<file path="config.mk">
export PLATFORM = sky130hd
export DESIGN_NAME = cpu_rate_gen
export DESIGN_NICKNAME = d
export VERILOG_FILES = /design/src/rtl/cpu_rate_pkg.sv /design/src/rtl/rate_ctrl_reg.sv /design/src/rtl/rate_region_decode.sv /design/src/rtl/cycle_phase_gen.sv /design/src/rtl/cpu_rate_gen.sv
export SDC_FILE = /design/constraint.sdc
export NUM_CORES = 1
export LEC_CHECK = 0
export ABC_AREA = 1
export ABC_CLOCK_PERIOD_IN_PS = 4400
export BUFFER_PORTS_ARGS = -buffer_cell sky130_fd_sc_hd__buf_2
export CAP_MARGIN = 20
export CORE_AREA = 2 2 39 41
export DETAILED_ROUTE_END_ITERATION = 10
export DIE_AREA = 0 0 41 43
export HOLD_SLACK_MARGIN = 0.03
export MAX_ROUTING_LAYER = met4
export PLACE_DENSITY_LB_ADDON = 0.12
export SYNTH_ARGS = -nofsm -noshare
export SYNTH_HDL_FRONTEND = slang
export SYNTH_HIERARCHICAL = 1
export SYNTH_SLANG_ARGS = --single-unit
</file>
<file path="constraint.sdc">
create_clock -name clk_xtal -period 4.4 [get_ports clk_xtal]
set_clock_uncertainty 0.2 [all_clocks]
set_input_delay 0.88 -clock clk_xtal [delete_from_list [all_inputs] [get_ports clk_xtal]]
set_output_delay 0.88 -clock clk_xtal [all_outputs]
set_load 0.005 [all_outputs]
</file>
<file path="src/rtl/cpu_rate_pkg.sv">
package cpu_rate_pkg;

  typedef enum logic [1:0] {
    RATE_ALL_SLOW = 2'b00,
    RATE_BY_ADDR  = 2'b01,
    RATE_ALL_FAST = 2'b10,
    RATE_FAST_ALT = 2'b11
  } rate_sel_e;

  // true when lo <= v <= hi
  function automatic logic in_window(input int unsigned v,
                                     input int unsigned lo,
                                     input int unsigned hi);
    return (v >= lo) && (v <= hi);
  endfunction

  // true when lo <= v < hi
  function automatic logic in_span(input int unsigned v,
                                   input int unsigned lo,
                                   input int unsigned hi);
    return (v >= lo) && (v < hi);
  endfunction

  // leading phase: second and third quarter of a cycle of length len
  function automatic logic lead_phase(input int unsigned pos,
                                      input int unsigned len);
    return in_span(pos, len / 4, (3 * len) / 4);
  endfunction

  // trailing phase: second half of a cycle of length len
  function automatic logic trail_phase(input int unsigned pos,
                                       input int unsigned len);
    return in_span(pos, len / 2, len);
  endfunction

endpackage

</file>
<file path="src/rtl/rate_ctrl_reg.sv">
module rate_ctrl_reg
  import cpu_rate_pkg::*;
(
  input  logic      clk,
  input  logic      rst_n,
  input  logic      wr_en,
  input  logic [1:0] wr_data,
  output rate_sel_e rate_o
);

  rate_sel_e rate_r;

  always_ff @(posedge clk or negedge rst_n) begin
    if (!rst_n) begin
      rate_r <= RATE_ALL_SLOW;
    end else if (wr_en) begin
      rate_r <= rate_sel_e'(wr_data);
    end
  end

  assign rate_o = rate_r;

endmodule

</file>
<file path="src/rtl/rate_region_decode.sv">
module rate_region_decode
  import cpu_rate_pkg::*;
#(
  parameter int unsigned ADDR_W      = 16,
  parameter int unsigned RAM_LAST    = 32'h7FFF,
  parameter bit          LOWIO_EN    = 1'b1,
  parameter int unsigned LOWIO_FIRST = 32'hFF00,
  parameter int unsigned LOWIO_LAST  = 32'hFF1F
) (
  input  logic [ADDR_W-1:0] addr,
  input  rate_sel_e         rate,
  output logic              slow_region,
  output logic              want_fast
);

  logic ram_hit;
  logic lowio_hit;

  assign ram_hit = in_window(32'(addr), 0, RAM_LAST);

  generate
    if (LOWIO_EN) begin : g_lowio
      assign lowio_hit = in_window(32'(addr), LOWIO_FIRST, LOWIO_LAST);
    end else begin : g_no_lowio
      assign lowio_hit = 1'b0;
    end
  endgenerate

  assign slow_region = ram_hit || lowio_hit;

  always_comb begin
    unique case (rate)
      RATE_ALL_SLOW: want_fast = 1'b0;
      RATE_BY_ADDR:  want_fast = !slow_region;
      default:       want_fast = 1'b1;
    endcase
  end

endmodule

</file>
<file path="src/rtl/cycle_phase_gen.sv">
module cycle_phase_gen
  import cpu_rate_pkg::*;
#(
  parameter int unsigned SLOW_DIV = 16,
  parameter int unsigned FAST_DIV = 8
) (
  input  logic clk,
  input  logic rst_n,
  input  logic next_fast,
  output logic last_tick,
  output logic cyc_start,
  output logic phase_q,
  output logic phase_e,
  output logic fast_o
);

  localparam int unsigned LEN_W = $clog2(SLOW_DIV) + 1;
  localparam logic [LEN_W-1:0] SLOW_LEN = LEN_W'(SLOW_DIV);
  localparam logic [LEN_W-1:0] FAST_LEN = LEN_W'(FAST_DIV);
  localparam logic [LEN_W-1:0] ONE      = LEN_W'(1);

  logic [LEN_W-1:0] pos_q;
  logic [LEN_W-1:0] len_cur;
  logic             fast_q;

  assign len_cur   = fast_q ? FAST_LEN : SLOW_LEN;
  assign last_tick = (pos_q == (len_cur - ONE));
  assign cyc_start = (pos_q == '0);

  always_ff @(posedge clk or negedge rst_n) begin
    if (!rst_n) begin
      pos_q  <= '0;
      fast_q <= 1'b0;
    end else if (last_tick) begin
      pos_q  <= '0;
      fast_q <= next_fast;
    end else begin
      pos_q  <= pos_q + ONE;
    end
  end

  assign phase_q = lead_phase(32'(pos_q), 32'(len_cur));
  assign phase_e = trail_phase(32'(pos_q), 32'(len_cur));
  assign fast_o  = fast_q;

endmodule

</file>
<file path="src/rtl/cpu_rate_gen.sv">
module cpu_rate_gen
  import cpu_rate_pkg::*;
#(
  parameter int unsigned ADDR_W      = 16,
  parameter int unsigned SLOW_DIV    = 16,
  parameter int unsigned FAST_DIV    = 8,
  parameter int unsigned RAM_LAST    = 32'h7FFF,
  parameter bit          LOWIO_EN    = 1'b1,
  parameter int unsigned LOWIO_FIRST = 32'hFF00,
  parameter int unsigned LOWIO_LAST  = 32'hFF1F
) (
  input  logic              clk_xtal,
  input  logic              rst_n,
  input  logic [ADDR_W-1:0] cpu_addr,
  input  logic              rate_wr,
  input  logic [1:0]        rate_wdata,
  output logic              cpu_q,
  output logic              cpu_e,
  output logic              fast_cycle
);

  rate_sel_e rate_q;
  logic      slow_region;
  logic      want_fast;
  logic      last_tick;
  logic      cyc_start;

  rate_ctrl_reg u_reg (
    .clk     (clk_xtal),
    .rst_n   (rst_n),
    .wr_en   (rate_wr),
    .wr_data (rate_wdata),
    .rate_o  (rate_q)
  );

  rate_region_decode #(
    .ADDR_W      (ADDR_W),
    .RAM_LAST    (RAM_LAST),
    .LOWIO_EN    (LOWIO_EN),
    .LOWIO_FIRST (LOWIO_FIRST),
    .LOWIO_LAST  (LOWIO_LAST)
  ) u_dec (
    .addr        (cpu_addr),
    .rate        (rate_q),
    .slow_region (slow_region),
    .want_fast   (want_fast)
  );

  cycle_phase_gen #(
    .SLOW_DIV (SLOW_DIV),
    .FAST_DIV (FAST_DIV)
  ) u_gen (
    .clk       (clk_xtal),
    .rst_n     (rst_n),
    .next_fast (want_fast),
    .last_tick (last_tick),
    .cyc_start (cyc_start),
    .phase_q   (cpu_q),
    .phase_e   (cpu_e),
    .fast_o    (fast_cycle)
  );

endmodule

</file>
* Word-level counts from Yosys, hierarchy flattened
Cells that the tools add are included.
** Cells by class
- Add/sub/neg operators :: 2
- Multiply operators :: 1
- Magnitude comparators :: 7
- Equal/unequal tests :: 2
- Mux-type cells :: 3
- Reduce and logical (&&, ||, !) cells :: 6
** Operators by type and width (number)
- greater-or-equal comparator 16 bit (second input constant) :: 1
- <= comparator 16 x 15 -> 1 bit (second input constant) :: 1
- <= comparator 16 bit (second input constant) :: 1
- less-than comparator 5 bit :: 2
- two-way mux 5 bit :: 2
- multiplier 2 x 5 -> 7 bit (first input constant) :: 1
- adder 5 x 1 -> 5 bit (second input constant) :: 1
- == test 5 bit :: 1
- greater-or-equal comparator 5 x 3 -> 1 bit :: 1
- greater-or-equal comparator 5 x 4 -> 1 bit :: 1
- subtractor 5 x 1 -> 5 bit (second input constant) :: 1
- logical AND 1 bit :: 3
- == test 2 x 1 -> 1 bit (second input constant) :: 1
- zero test 2 bit :: 1
- one-hot mux 1 bit (2 select lines) :: 1
- zero test 1 bit :: 1
- logical OR 1 bit :: 1
** Word-level totals
- Register bits after elaboration :: 8
- Logic and storage cells :: 24

* Logic depth before layout (Yosys ltp)
Gate-level depths: netlist of the first run.
- Depth in word-level cells :: 5
- Depth in mapped cells :: 8
- Gate-level depth less buffers :: 8

* Cells and area by module
Netlist of the first run, hierarchy kept.
** By module, submodules not included
- cycle_phase_gen :: times used 1, cells each 63, area an instance 466.7 µm², sequential area each 150.1 µm²
- rate_region_decode :: times used 1, cells each 16, area an instance 80.1 µm², sequential area each 0.0 µm²
- rate_ctrl_reg :: times used 1, cells each 9, area an instance 76.3 µm², sequential area each 50.0 µm²

* Least setup slack after synthesis of the first run
OpenSTA, ideal clock, no wires.
- Path type :: register -> output
- From :: register u_gen.fast_q, in the netlist u_gen/fast_o
- To :: output port cpu_q
- Arrival time :: 1.147 ns
- Setup slack :: 2.173 ns
- Cell stages (with the launch flop) :: 8
- Path buffers :: 0
- Path through :: dfrtp_1 -> inv_1 -> ha_1 -> inv_1 -> nand2_1 -> nand2_1 -> nand2_1 -> a21oi_1
** On the way
- Word-level cells in the longest chain between the ends :: 4
- Elaborated cells on any way between the ends :: 5
- Classes of those cells :: mul (1); order compare (2); mux (1); reduce/logical (1)
** RTL lines
- from (decl) :: line cycle_phase_gen.sv:24 : logic fast_q;
- from (signal assigned) :: line cycle_phase_gen.sv:36 : fast_q <= next_fast;
- two-way mux 5 bit (*) :: line cycle_phase_gen.sv:26 : assign len_cur = fast_q ? FAST_LEN : SLOW_LEN;
- multiplier 2 x 5 -> 7 bit :: line cpu_rate_pkg.sv:27 : return in_span(pos, len / 4, (3 * len) / 4);
- less-than comparator 5 bit :: line cpu_rate_pkg.sv:21 : return (v >= lo) && (v < hi);
- logical AND 1 bit (*) :: line cpu_rate_pkg.sv:21
- to (decl) :: line cpu_rate_gen.sv:17 : output logic cpu_q,
Mark *: on every way between the ends. The rest lies on a longest branch, timed or not.

* Worst setup path after layout of the first run
Same ends and word-level chain as after synthesis.

==> impl_metrics.json, run 1 <==
{
  "synth_nets": 115,
  "slew-limit-headroom_pct": 78.8,
  "cts_tree": "built",
  "hold_violations": 0,
  "routabilityCongestion": 0.642,
  "worst_pin_slew_ns": 0.318,
  "vias": 547,
  "cts_inserted_buffers": 3,
  "slew_viol_final": 0,
  "postLayoutCellArea_um2": 744,
  "holdBufCountCts": 0,
  "hpwl_um": 841,
  "netlist_area_um2": 612,
  "syn2layout_area_growth_pct": 21.7,
  "clk_pin_slew_ns": 0.05,
  "drt_wl_total_um": 962,
  "yosys_warnings": 6,
  "wl_per_cell_um": 7.89,
  "postPlaceCellArea_um2": 722,
  "place_ws_ns": 1.97,
  "num_rows": 14,
  "fin_crit_sh_pct": 60.5,
  "ant_nets": 0,
  "ff_latch_area_um2": 200,
  "p_leak_nw": 0.465,
  "firstDrtPassIters": 3,
  "crit_start": "u_gen/fast_o",
  "post-route-util_pct": 53.8,
  "vdd_drop_max_v": 0.000185,
  "setup-tns-final_ns": 0,
  "drive_gt1_share_pct": 26.4,
  "startpoint_type": "register",
  "multi_input_area_um2": 340,
  "insertedDiodeCount": 0,
  "die_y_um": 43,
  "clk_root_buffer_cell": "clkbuf_4",
  "setup_viol": 0,
  "io_pins": 24,
  "grt_pass1_vias": 509,
  "cap_violations": 0,
  "finalCriticalPeriod_ns": 2.66,
  "min_path_type": "input port to async pin",
  "synth_cells": 85,
  "critPathKind": "register to primary output",
  "layout_commonest_cell": "nand2_1",
  "dieWidth_um": 41,
  "clock.fmax_mhz": 375,
  "grt.overflow.total": 0,
  "grt_max_degree": 10,
  "setup_ws_ns": 1.74,
  "worstSetupEndpointType": "primary output",
  "cts.sinks": 8,
  "antenna_found_initial": 0,
  "drtIter0Drc": 3,
  "port_buffers": 18,
  "clk_latency_ns": 0.24,
  "cp_max_fo": 9,
  "power_density_mw_per_mm2": 414,
  "drt_drc_violations_left": 0,
  "grt_pass1_wl_um": 1730,
  "syn_avg_cell_area_um2": 7.20,
  "post_cts_buffers": 0,
  "outcome": "complete, no violations",
  "clk_path_buf_depth": 2,
  "htree_levels": 1,
  "vias_per_cell": 4.48,
  "rsz0062_at_grt": "false",
  "reg2reg_from": "u_gen/fast_o",
  "nets": 138,
  "start_util_pct": 44.2,
  "n_fill_cell": 147,
  "die_area_mm2": 0.00176,
  "cp.required_ns": 3.32,
  "crit_arrival_ns": 1.58,
  "final_cell_mix": "27 x nand2_1, 18 x buf_2, 18 x inv_1",
  "cts_resized": 0,
  "grt_use_total_pct": 14.3,
  "core_area_mm2": 0.00138
}
## worst max-delay path, stage by stage, from the launching register on
cell     delay [ns]
dfrtp_1        0.52
inv_1          0.08
ha_1           0.31
inv_1          0.06
nand2_1        0.05
nand2_1        0.06
nand2_1        0.04
a21oi_1        0.10
buf_2          0.12
## power breakdown
part,total (mW),internal [mW],switching [mW]
clock,0.0510,0.0309,0.0201
sequential,0.111,0.0880,0.0228
combinational,0.147,0.0693,0.0773
total,0.308,0.188,0.120
## path summary, 6_finish.rpt
check | end | slack [ns] | cells after the start
setup / recovery | cpu_q | 1.74 | 8
hold / removal | u_gen/pos_q[3] | 0.27 | 1
setup reg to reg | u_gen/pos_q[4] | 2.84 | 5
hold reg to reg | u_reg/rate_o[1] | 0.27 | 2
max in group asynchronous | u_gen/pos_q[2] | 3.57 | 1
min in group clk_xtal | u_reg/rate_o[1] | 0.27 | 2
## flip-flops by register name, summed over array words and instances, names as in the netlist
signal,flops
u_gen/pos_q,5
u_reg/rate_o,2
u_gen/fast_o,1
## per-stage QoR
step	hold slack, ns	total power [mW]	instances
global placement	0.259	0.259	119
finish	0.271	0.308	122
floorplan	0.242	0.211	85
CTS	0.265	0.316	122
detailed placement	0.268	0.262	119
global route	0.268	0.352	122
## cell type report
cell class	instances	area share, %
multi-input combinational	58	45.7
inverter	19	9.58
clock buffer	3	3.03
timing repair buffer	18	12.1
tap	16	2.69
sequential	8	26.9
## layer usage
metal / vias to the layer above / GRT usage (%) / wire (µm)
met5: - / - / 0
met4: 0 / 4.00 / 0
met3: 0 / 3.14 / 40
met2: 12 / 26.3 / 519
met1: 238 / 13.9 / 403
li1: 297 / - / -
Note: power is estimated with default switching activity, not from simulation.
==> inputs of run 2 (changes only) <==
--- a/config.mk
+++ b/config.mk
@@ -6,12 +6,12 @@
 export NUM_CORES = 1
 export LEC_CHECK = 0
 export ABC_AREA = 1
-export ABC_CLOCK_PERIOD_IN_PS = 4400
+export ABC_CLOCK_PERIOD_IN_PS = 2150
 export BUFFER_PORTS_ARGS = -buffer_cell sky130_fd_sc_hd__buf_2
 export CAP_MARGIN = 20
-export CORE_AREA = 2 2 39 41
+export CORE_MARGIN = 2
+export CORE_UTILIZATION = 42
 export DETAILED_ROUTE_END_ITERATION = 10
-export DIE_AREA = 0 0 41 43
 export HOLD_SLACK_MARGIN = 0.03
 export MAX_ROUTING_LAYER = met4
 export PLACE_DENSITY_LB_ADDON = 0.12
==> constraint.sdc (replaced) <==
create_clock -name clk_xtal -period 2.15 [get_ports clk_xtal]
set_clock_uncertainty 0.2 [all_clocks]
set_input_delay 0.43 -clock clk_xtal [delete_from_list [all_inputs] [get_ports clk_xtal]]
set_output_delay 0.43 -clock clk_xtal [all_outputs]
set_load 0.005 [all_outputs]
==> run 2 against run 1 <==
Compared with the run above:
- routed wire length increased by 23%
- global-route usage increased by 0.90 points
- sequential power rose by 110%
- via count grew 4.8%
- clock power increased by 120%
- setup slack lost 1.7 ns
- count of clock-buffer cells in the layout unchanged
- die area up 0.84%
- first-iteration DRC count is 33% lower
- hold slack worse by 0.091 ns
==> impl_metrics.json, run 2 (synthesized netlist as in run 1, its figures left out) <==
{
  "outcome": "complete, no violations",
  "min_path_type": "input port to register",
  "hold_start": "rate_wdata[0]",
  "cts.sinks": 8,
  "worstSetupEndpointType": "primary output",
  "vdd_drop_max_v": 0.000563,
  "drt_drc_violations_left": 0,
  "setup_viol": 0,
  "grt_use_total_pct": 15.2,
  "cp_max_fo": 7,
  "cts_tree": "built",
  "multi_input_area_um2": 372,
  "rsz0062_at_grt": "true",
  "antenna_found_initial": 0,
  "firstDrtPassIters": 4,
  "start_util_pct": 45.9,
  "ff2ff_setup_slack_ns": 0.61,
  "cp.required_ns": 1.52,
  "hpwl_um": 866,
  "largest_reg_flops": 5,
  "grt_pass1_vias": 507,
  "clockPowerShare_pct": 14.8,
  "cpLargestDelayFamily": "flip-flops",
  "htree_levels": 1,
  "drive_gt1_share_pct": 34.8,
  "holdPathStages": 3,
  "core_area_mm2": 0.00133,
  "clk_root_buffer_cell": "clkbuf_4",
  "insertedDiodeCount": 0,
  "grt_max_degree": 9,
  "worstHoldEndpoint": "u_reg/rate_o[0]",
  "cts_inserted_buffers": 3,
  "regMostFlops": "u_gen/pos_q",
  "clk_path_buf_depth": 2,
  "fin_crit_sh_pct": 96.5,
  "cap_violations": 0,
  "routabilityCongestion": 0.773,
  "p_leak_nw": 0.493,
  "drt_wl_total_um": 1190,
  "netSwitchingPower_uw": 297,
  "placed_cells": 120,
  "crit_buf_inv": 2,
  "p_int_uw": 457,
  "finalCriticalPeriod_ns": 2.08,
  "crit_arrival_ns": 1.45,
  "fin_cells": 127,
  "clk_latency_ns": 0.25,
  "worstReg2RegEnd": "u_gen/pos_q[4]",
  "worst_path_largest_cell_delay_ns": 0.46,
  "p_comb_share_pct": 54.8,
  "switching_share_pct": 39.4,
  "critical_path.cell_chain": "buf_6, ha_1, nor2_2, nand2_1, a21oi_2, buf_2",
  "worst_pin_slew_ns": 0.228,
  "hold_violations": 0,
  "port_buffers": 18,
  "startpoint_type": "register",
  "num_rows": 13,
  "wl_per_cell_um": 9.34,
  "dieWidth_um": 42.2,
  "critPathKind": "register to primary output",
  "total_power_uw": 754,
  "post-route-util_pct": 62.0,
  "layout_commonest_cell": "nand2_1",
  "power_density_mw_per_mm2": 912,
  "nets": 144,
  "slew-limit-headroom_pct": 84.8,
  "final_cell_mix": "27 x nand2_1, 18 x buf_2, 17 x inv_1",
  "ff_latch_area_um2": 201,
  "syn2layout_area_growth_pct": 35.2,
  "io_pins": 24,
  "reg2reg_depth": 5,
  "worst_path_max_delay_cell": "dfrtp_2",
  "grt_pass1_wl_um": 2000,
  "vias": 573,
  "cp.depth": 6,
  "ant_nets": 0,
  "vias_per_cell": 4.51,
  "n_fill_cell": 123,
  "slew_viol_final": 0,
  "die_area_mm2": 0.00178,
  "grt.overflow.total": 0,
  "drtIter0Drc": 2,
  "die_y_um": 42.2,
  "hold_ws_ns": 0.180,
  "seqPwrFrac_pct": 30.4,
  "clk_pin_slew_ns": 0.05,
  "reg2reg_from": "u_gen/fast_o",
  "clock.fmax_mhz": 482
}
[run 2: worst max path at each step]
stage                     slack [ns]  endpoint          from
after floorplan                 0.37     cpu_q  u_gen/fast_o
after global placement          0.25     cpu_q  u_gen/fast_o
after detailed placement        0.23     cpu_q  u_gen/fast_o
after CTS                      0.001     cpu_q  u_gen/fast_o
after global routing          -0.002     cpu_q  u_gen/fast_o
final                           0.07     cpu_q  u_gen/fast_o
[run 2: what timing repair did]
item,4_1_cts,5_1_grt
setup endpoints to repair,1,2
hold buffers,1,0
pin swaps,0,1
gates resized for setup,1,6
endpoints found under the hold margin,8,0
setup buffers,0,3
[run 2: routing by layer]
| metal | vias up | track usage, % | routed length [µm] |
|---|---|---|---|
| met5 | - | - | 0 |
| met4 | 0 | 3.75 | 5 |
| met3 | 2 | 5.17 | 65 |
| met2 | 18 | 26.5 | 601 |
| met1 | 245 | 16.6 | 513 |
| li1 | 308 | - | - |
[run 2: cell type report]
type / count / area share [%]
Clock buffer: 3 / 2.72
Inverter: 19 / 8.62
Multi-Input combinational cell: 58 / 44.9
Sequential cell: 8 / 24.4
Tap cell: 15 / 2.27
Timing Repair Buffer: 24 / 17.1
[run 2: per-stage QoR]
step / TNS, ns / worst slack [ns] / cell area (µm²)
detailed placement: 0 / 0.227 / 736
floorplan: 0 / 0.373 / 612
CTS: 0 / 0.00111 / 769
finish: 0 / 0.0750 / 827
global route: -0.00242 / -0.00242 / 827
global placement: 0 / 0.254 / 736
[run 2: power by group through the flow]
stage / logic [mW] / clock network, mW / registers, mW
5_1_grt: 0.474 / 0.123 / 0.235
4_1_cts: 0.328 / 0.118 / 0.226
6_report: 0.413 / 0.112 / 0.229
2_1_floorplan: 0.212 / 0 / 0.219
3_5_place_dp: 0.323 / 0 / 0.226
3_3_place_gp: 0.319 / 0 / 0.225
[run 2: worst register-to-register path, delay by kind of cell, from the launching register on]
| kind | cells | cell delay (ns) |
|---|---|---|
| flip-flops | 1 | 0.46 |
| adder cells (fa/ha/maj) | 1 | 0.35 |
| AND/OR/NAND/NOR | 2 | 0.26 |
| buffers and inverters | 1 | 0.10 |
| AO/OA/AOI/OAI | 1 | 0.05 |
==> inputs of run 3 (changes only) <==
--- a/config.mk
+++ b/config.mk
@@ -14,7 +14,7 @@
 export DETAILED_ROUTE_END_ITERATION = 10
 export HOLD_SLACK_MARGIN = 0.03
 export MAX_ROUTING_LAYER = met4
-export PLACE_DENSITY_LB_ADDON = 0.12
+export PLACE_DENSITY = 0.85
 export SYNTH_ARGS = -nofsm -noshare
 export SYNTH_HDL_FRONTEND = slang
 export SYNTH_HIERARCHICAL = 1
==> run 3 against run 2 <==
Compared with the run above:
- routed wire length decreased by 0.51%
- critical path type unchanged
- total power decreased by 5.9%
- critical path depth unchanged
- sequential share of layout area increased by 0.57 points
==> impl_metrics.json, run 3 (synthesized netlist as in run 1, its figures left out) <==
{
  "postPlaceCellArea_um2": 721,
  "insertedDiodeCount": 0,
  "outcome": "complete, no violations",
  "rsz0062_at_grt": "true",
  "grt.overflow.total": 0,
  "switching_share_pct": 40.0,
  "nets": 145,
  "cp.required_ns": 1.52,
  "grt_pass1_vias": 559,
  "clk_pin_slew_ns": 0.06,
  "clk_latency_ns": 0.25,
  "ant_nets": 0,
  "clk_root_buffer_cell": "clkbuf_4",
  "n_fill_cell": 136,
  "total_power_uw": 709,
  "die_y_um": 42.2,
  "grt_pass1_wl_um": 1930,
  "netSwitchingPower_uw": 283,
  "start_util_pct": 45.9,
  "multi_input_area_um2": 355,
  "worstSetupEndpointType": "primary output",
  "seqPwrFrac_pct": 31.7,
  "final_cell_mix": "27 x nand2_1, 18 x buf_2, 17 x inv_1",
  "dieWidth_um": 42.2,
  "grt_max_degree": 10,
  "post-route-util_pct": 61.0,
  "fin_crit_sh_pct": 96.2,
  "syn2layout_area_growth_pct": 32.9,
  "io_pins": 24,
  "p_comb_share_pct": 52.3,
  "postLayoutCellArea_um2": 813,
  "cts.sinks": 8,
  "crit_arrival_ns": 1.44,
  "min_path_type": "input port to register",
  "layout_commonest_cell": "nand2_1",
  "drt_wl_total_um": 1180,
  "power_density_mw_per_mm2": 872,
  "finalCriticalPeriod_ns": 2.07,
  "cts_inserted_buffers": 3,
  "antenna_found_initial": 0,
  "slew_viol_final": 0,
  "slew-limit-headroom_pct": 87.8,
  "startpoint_type": "register",
  "worst_pin_slew_ns": 0.182,
  "largest_reg_flops": 5,
  "num_rows": 13,
  "port_buffers": 18,
  "drive_gt1_share_pct": 34.5,
  "core_area_mm2": 0.00133,
  "vias": 576,
  "cap_violations": 0,
  "clockPowerShare_pct": 16.1,
  "routabilityCongestion": 0.743,
  "cp_max_fo": 6,
  "setup-tns-final_ns": 0,
  "p_leak_nw": 0.496,
  "vdd_drop_max_v": 0.000347,
  "clock.fmax_mhz": 484,
  "ff_latch_area_um2": 203,
  "vias_per_cell": 4.50,
  "regMostFlops": "u_gen/pos_q",
  "hold_violations": 0,
  "clk_path_buf_depth": 2,
  "firstDrtPassIters": 3,
  "setup_viol": 0,
  "p_int_uw": 426,
  "cts_tree": "built",
  "drtIter0Drc": 6,
  "wl_per_cell_um": 9.22,
  "critPathKind": "register to primary output",
  "hold_ws_ns": 0.185,
  "hpwl_um": 892,
  "grt_use_total_pct": 14.3,
  "htree_levels": 1,
  "drt_drc_violations_left": 0,
  "die_area_mm2": 0.00178
}
run 3: worst paths after layout:
kind                                   endpoint            from  slack [ns]  cells past startpoint
worst max-delay path                      cpu_q    u_gen/fast_o        0.08                      6
worst min-delay path            u_reg/rate_o[1]   rate_wdata[1]        0.19                      3
worst max register to register     u_gen/fast_o    u_gen/fast_o        0.65                      6
worst min register to register   u_gen/pos_q[0]  u_gen/pos_q[0]        0.27                      1
max in group asynchronous          u_gen/fast_o           rst_n        1.22                      2
min in group asynchronous        u_gen/pos_q[4]           rst_n        0.35                      2
run 3: what timing repair did:
action | CTS | global route
endpoints found under the hold margin | 8 | 0
pin swaps | 0 | 1
hold buffers | 1 | 0
buffers inserted | 0 | 6
endpoints found under the setup margin | 2 | 2
gates resized for setup | 2 | 3
run 3: routing by layer:
layer | wire, µm | GRT usage, % | up-vias
li1 | - | - | 312
met1 | 461 | 13.1 | 245
met2 | 656 | 28.3 | 19
met3 | 63 | 2.59 | 0
met4 | 0 | 5.63 | 0
met5 | 0 | - | -
run 3: power by group through the flow:
stage / sequential (mW) / combinational [mW] / clock [mW]
CTS: 0.229 / 0.311 / 0.121
floorplan: 0.219 / 0.212 / 0
global route: 0.229 / 0.423 / 0.130
global placement: 0.227 / 0.293 / 0
detailed placement: 0.229 / 0.306 / 0
finish: 0.225 / 0.371 / 0.114
run 3: per-stage QoR:
step	std cells	worst slack [ns]
after floorplan	85	0.373
after global placement	118	0.230
after detailed placement	118	0.202
after CTS	122	0.00262
after global routing	128	-0.0133
final	128	0.0826
run 3: area by class of cell:
type / instances / area share [%]
repair buffers: 25 / 17.5
well taps: 15 / 2.31
clock buffers: 3 / 2.77
flip-flops and latches: 8 / 24.9
inverters: 19 / 8.77
multi-input cells: 58 / 43.7
run 3: worst max-delay path, stage by stage (launching register included):
cell	delay [ns]
dfrtp_2	0.45
buf_4	0.15
ha_1	0.19
nor2_2	0.11
nand2_1	0.07
a21oi_1	0.10
buf_2	0.12
